File: src/rtl/burst_mem_pkg.sv
package burst_mem_pkg;

    typedef enum logic {
        OP_READ  = 1'b0,
        OP_WRITE = 1'b1
    } op_e;

    // total cycles from the accepting edge to the final beat
    function automatic int unsigned op_span(input int unsigned lat,
                                            input int unsigned gap,
                                            input int unsigned beats);
        return lat + (beats - 1) * gap;
    endfunction

endpackage

File: src/rtl/bm_beat_timer.sv
module bm_beat_timer #(
    parameter int FIRST_LOAD = 51,
    parameter int GAP_LOAD   = 9
) (
    input  logic clk,
    input  logic rst_n,
    input  logic load_first,
    input  logic load_gap,
    output logic due
);
    localparam int MAXV = (FIRST_LOAD > GAP_LOAD) ? FIRST_LOAD : GAP_LOAD;
    localparam int CW   = (MAXV > 0) ? $clog2(MAXV + 1) : 1;

    logic [CW-1:0] cnt_d, cnt_q;

    always_comb begin
        cnt_d = cnt_q;
        if (load_first) begin
            cnt_d = CW'(FIRST_LOAD);
        end else if (load_gap) begin
            cnt_d = CW'(GAP_LOAD);
        end else if (cnt_q != '0) begin
            cnt_d = cnt_q - 1'b1;
        end
    end

    always_ff @(posedge clk or negedge rst_n) begin
        if (!rst_n) begin
            cnt_q <= '0;
        end else begin
            cnt_q <= cnt_d;
        end
    end

    assign due = (cnt_q == '0);

endmodule

File: src/rtl/bm_word_store.sv
module bm_word_store #(
    parameter int DW = 32,
    parameter int AW = 6
) (
    input  logic          clk,
    input  logic          rst_n,
    input  logic          we,
    input  logic [AW-1:0] addr,
    input  logic [DW-1:0] wdata,
    output logic [DW-1:0] rdata
);
    localparam int DEPTH = 1 << AW;

    logic [DW-1:0] mem_q [DEPTH];

    always_ff @(posedge clk or negedge rst_n) begin
        if (!rst_n) begin
            for (int i = 0; i < DEPTH; i++) begin
                mem_q[i] <= '0;
            end
        end else if (we) begin
            mem_q[addr] <= wdata;
        end
    end

    assign rdata = mem_q[addr];

endmodule

File: src/rtl/burst_mem_resp.sv
module burst_mem_resp
    import burst_mem_pkg::*;
#(
    parameter int DW        = 32,
    parameter int AW        = 6,
    parameter int BURST_LEN = 4,
    parameter int ADDR_CYC  = 1,
    parameter int FIRST_CYC = 50,
    parameter int GAP_CYC   = 10,
    parameter int XFER_CYC  = 1
) (
    input  logic          clk,
    input  logic          rst_n,
    input  logic          req_valid,
    input  logic          req_write,
    input  logic          req_burst,
    input  logic [AW-1:0] req_addr,
    input  logic [DW-1:0] wr_data,
    output logic          busy,
    output logic          wr_take,
    output logic          rsp_valid,
    output logic [DW-1:0] rsp_data,
    output logic          beat_last
);
    localparam int LAT = ADDR_CYC + FIRST_CYC + XFER_CYC;
    localparam int BW  = (BURST_LEN > 1) ? $clog2(BURST_LEN) : 1;

    typedef struct packed {
        logic          busy;
        op_e           op;
        logic [BW-1:0] last_idx;
        logic [BW-1:0] idx;
        logic [AW-1:0] addr;
    } ctl_t;

    ctl_t          ctl_d, ctl_q;
    logic          load_first, load_gap, due;
    logic          accept, beat, final_beat;
    logic [DW-1:0] store_rdata;

    assign accept     = req_valid && !ctl_q.busy;
    assign beat       = ctl_q.busy && due;
    assign final_beat = beat && (ctl_q.idx == ctl_q.last_idx);

    always_comb begin
        ctl_d      = ctl_q;
        load_first = 1'b0;
        load_gap   = 1'b0;
        if (accept) begin
            ctl_d.busy     = 1'b1;
            ctl_d.op       = req_write ? OP_WRITE : OP_READ;
            ctl_d.last_idx = req_burst ? BW'(BURST_LEN - 1) : '0;
            ctl_d.idx      = '0;
            ctl_d.addr     = req_addr;
            load_first     = 1'b1;
        end else if (beat) begin
            ctl_d.addr = ctl_q.addr + 1'b1;
            if (final_beat) begin
                ctl_d.busy = 1'b0;
            end else begin
                ctl_d.idx = ctl_q.idx + 1'b1;
                load_gap  = 1'b1;
            end
        end
    end

    always_ff @(posedge clk or negedge rst_n) begin
        if (!rst_n) begin
            ctl_q <= '0;
        end else begin
            ctl_q <= ctl_d;
        end
    end

    bm_beat_timer #(
        .FIRST_LOAD (LAT - 1),
        .GAP_LOAD   (GAP_CYC - 1)
    ) u_timer (
        .clk        (clk),
        .rst_n      (rst_n),
        .load_first (load_first),
        .load_gap   (load_gap),
        .due        (due)
    );

    bm_word_store #(
        .DW    (DW),
        .AW    (AW)
    ) u_store (
        .clk   (clk),
        .rst_n (rst_n),
        .we    (wr_take),
        .addr  (ctl_q.addr),
        .wdata (wr_data),
        .rdata (store_rdata)
    );

    assign busy      = ctl_q.busy;
    assign rsp_valid = beat && (ctl_q.op == OP_READ);
    assign wr_take   = beat && (ctl_q.op == OP_WRITE);
    assign beat_last = final_beat;
    assign rsp_data  = rsp_valid ? store_rdata : '0;

endmodule

File: config.mk
export PLATFORM = sky130hd
export DESIGN_NAME = burst_mem_resp
export DESIGN_NICKNAME = d
export VERILOG_FILES = /design/src/rtl/burst_mem_pkg.sv /design/src/rtl/bm_beat_timer.sv /design/src/rtl/bm_word_store.sv /design/src/rtl/burst_mem_resp.sv
export SDC_FILE = /design/constraint.sdc
export NUM_CORES = 2
export LEC_CHECK = 0
export BUFFER_PORTS_ARGS = -buffer_cell sky130_fd_sc_hd__buf_4
export CAP_MARGIN = 30
export CORE_UTILIZATION = 52
export CTS_CLUSTER_SIZE = 24
export DETAILED_ROUTE_END_ITERATION = 12
export GPL_TIMING_DRIVEN = 1
export PLACE_DENSITY = 0.7
export SLEW_MARGIN = 5
export SYNTH_ARGS = -nofsm -noshare
export SYNTH_HDL_FRONTEND = slang
export SYNTH_SLANG_ARGS = --single-unit
export TNS_END_PERCENT = 1
File: constraint.sdc
create_clock -name clk -period 2.2 [get_ports clk]
set_input_delay 0.33 -clock clk [delete_from_list [all_inputs] [get_ports clk]]
set_output_delay 0.33 -clock clk [all_outputs]
set_load 0.05 [all_outputs]
==> results_dict.tcl <==
set metrics [dict create \
    slew_viol_final 0 \
    cp_data_required_time_ns 1.87 \
    hpwlAfterDp_mm 186 \
    rsz0062_at_grt "yes" \
    clock_sinks 2065 \
    pin_count 79 \
    routed_wl_mm 292 \
    synthTopCellsByArea "dfrtp_1 55%, mux2_2 23%, a221oi_1 3.9%, a22oi_1 2.4%, buf_6 2.3%" \
    synth_top_flop_cell "dfrtp_1" \
    syn_to_final_growth_pct 19.9 \
    p_per_area_mw_per_mm2 1030 \
    coreArea_mm2 0.181 \
    path_class "flop to output port" \
    period_share 1.78 \
    p_sw_mw 40.3 \
    grt_max_degree 116 \
    fmax_mhz 255 \
    routabilityCongestion 0.901 \
    clk_latency_ns 0.88 \
    hold_path.class "input port to async pin" \
    layout.nets 7322 \
    hold_violations 0 \
    status "finished, violations left" \
    register_area_mm2 0.0517 \
    synth_edf_count 0 \
    die_area_mm2 0.184 \
    synthTopCellsByCount "2065 x dfrtp_1, 1903 x mux2_2, 420 x a221oi_1" \
    fin_ws_ns -1.72 \
    yosysWarnings 0 \
    tritoncts "yes" \
    synth_seq_cells 2065 \
    synth.net_count 7001 \
    syn_area_mm2 0.0945 \
    p_int_mw 76.2 \
    cp-end-kind "output port" \
    critPathMaxFanout 12 \
    violations "setup timing" \
    cts_root_buf "clkbuf_16" \
    final_core_util 0.627 \
    die_height_um 428 \
    p_seq_frac 0.343 \
    avgSynthCellArea_um2 13.6 \
    crit_arrival_ns 3.59 \
    power.leakage_nw 53.4 \
    initial_utilization 0.523 \
    critical-path-top-delay-family "simple AND/OR/NAND/NOR gates" \
    clk_pin_slew_ns 0.06 \
    worst-path-buf-inv 3 \
    numCtsBuffers 208 \
    grt_pass1_vias 66800 \
    die_w_um 428 \
    multi_input_area_mm2 0.0405 \
    fillers 13100 \
    num_rows 156 \
    startpoint_type "flop" \
    p_sw_frac 0.346 \
    worst_slew_pin_slew_ns 0.963 \
    via_per_inst 6.58 \
    slew_headroom 0.358 \
    slowest_stage "or4_4" \
    drt_iter0_markers 6497 \
    setup_violations 2084 \
    max-cap-violations 0 \
    htreeDepth 4 \
    yosys.area.top_type_share 0.547 \
    cp_cell_sequence "buf_12 > and2_4 > buf_4 > a22oi_2 > a211oi_1 > or4_4 > a21oi_4 > a31oi_4 > buf_6" \
    syn_inst 6956 \
    grt_pass1_wl_mm 437 \
    wl_per_cell_um 29.7 \
    setup_tns_ns -683.04 \
    drive_gt1_frac 0.472 \
    ir_drop_v 0.000909 \
    num_vias 64700 \
    skew_ns 0.0328 \
    clkPwrFrac 0.319 \
    synthArstFlopShare 1.00 \
    grt-ovfl-total 0 \
    period_needed_ns 3.92 \
    grt_use_total 0.313 \
    ys_types 67 \
    first_pass_iters 6 \
    yosys.area.top_type "dfrtp_1" \
    port_buffers 78 \
    combPwrFrac 0.338 \
    drc 0 \
    cts_buffer_depth 3 \
    antenna_found_initial 16 \
    cp_slowest_stage_delay_ns 0.59 \
    postRouteAntennaNets 0 \
    ys_seq_area_frac 0.547 \
    yosysMostFrequentCell "dfrtp_1" \
]
final cells by class:
type | instances | share of cell area
inverters | 34 | 0.00124
diodes | 10 | 0.000221
multi-input cells | 4096 | 0.357
repair buffers | 872 | 0.0954
clock inverters | 63 | 0.00851
well taps | 2370 | 0.0262
clock buffers | 321 | 0.0551
flip-flops and latches | 2065 | 0.456
kinds of logic (layout without fill, tap and decap cells):
kind of cell             Yosys count  after routing  synth area share
multiplexers                    2234           2234             0.266
flip-flops                      2065           2065             0.547
AO/OA/AOI/OAI                   1439           1439             0.112
buffers and inverters            796           1290            0.0486
AND/OR/NAND/NOR                  412            413            0.0257
XOR/XNOR                           8              8          0.000741
adder cells (fa/ha/maj)            2              2          0.000265
other                              0             10                 0
power groups by stage:
stage | Sequential, mW | Combinational [mW] | Clock [mW]
5_1_grt | 40.1 | 40.7 | 39.0
3_5_place_dp | 40.6 | 34.5 | 0
6_report | 40.0 | 39.4 | 37.2
4_1_cts | 39.9 | 36.1 | 37.5
2_1_floorplan | 40.4 | 17.1 | 0
3_3_place_gp | 40.5 | 34.2 | 0
placed cells by master, fill, tap and decap left out, types with 54 or more instances in the layout:
cell type / synthesis / routed
a21oi_1: 208 / 175
a221oi_1: 420 / 357
a221oi_2: 0 / 61
a22o_1: 97 / 97
a22oi_1: 307 / 250
a22oi_2: 0 / 57
buf_12: 1 / 274
buf_4: 14 / 478
buf_6: 192 / 72
clkbuf_16: 0 / 221
clkbuf_8: 0 / 60
dfrtp_1: 2065 / 2062
mux2_1: 165 / 165
mux2_2: 1903 / 1849
mux2_4: 0 / 54
mux2i_1: 150 / 145
nand2_1: 79 / 75
nor2_1: 171 / 155
nor2_4: 63 / 70
o21ai_0: 138 / 65
o22ai_1: 81 / 60
worst register-to-register path, cell delays in order (launching register included):
cell and delay [ns]:
dfrtp_4 0.50, buf_12 0.16, buf_4 0.13, nor2b_2 0.16
buf_12 0.19, buf_12 0.17, nand2_1 0.11, buf_4 0.19
nor2_4 0.28, buf_12 0.25, mux2_2 0.40
routing by layer:
layer,share of wire,wire length [um],global-route usage
met2,0.47,138000,0.498
met4,0.040,11600,0.125
met5,0.00016,48,0
met3,0.078,22700,0.0576
met1,0.41,119000,0.424
sequential cells by signal, indices dropped and copies added, names as in the netlist:
name,flops
u_store.mem_q,2048
ctl_q,10
u_timer.cnt_q,6
busy,1
worst paths after layout:
| kind | from | end | slack, ns | cells past startpoint |
|---|---|---|---|---|
| max | ctl_q[2] | rsp_data[15] | -1.72 | 9 |
| min | rst_n | u_store.mem_q[1644] | 0.05 | 2 |
| max reg2reg | ctl_q[2] | u_store.mem_q[405] | -0.46 | 10 |
| min reg2reg | u_store.mem_q[1886] | u_store.mem_q[1886] | 0.49 | 1 |
| max in group asynchronous | rst_n | u_store.mem_q[594] | 1.00 | 3 |
| min in group clk | wr_data[26] | u_store.mem_q[890] | 0.06 | 2 |
per-stage QoR:
stage          hold WS (ns)  instances  cell area [um2]  setup WS, ns  total power [mW]
3_3_place_gp          0.289       9365           103000         -1.13              74.7
6_report             0.0492       9831           113000         -1.72               117
4_1_cts              0.0294       9784           112000         -1.76               114
5_1_grt              0.0494       9828           113000         -1.75               120
3_5_place_dp          0.288       9365           103000         -1.09              75.2
2_1_floorplan        0.0344       6956            95800        -0.235              57.4
timing repair:
action	4_1_cts	5_1_grt
endpoints found under the hold margin	967	0
setup endpoints to repair	2084	2085
cloned	4	13
buffers inserted	18	26
resized for setup	179	309
pin swaps	24	92
hold buffers	13	0
Power figures use the tool's default switching activity.
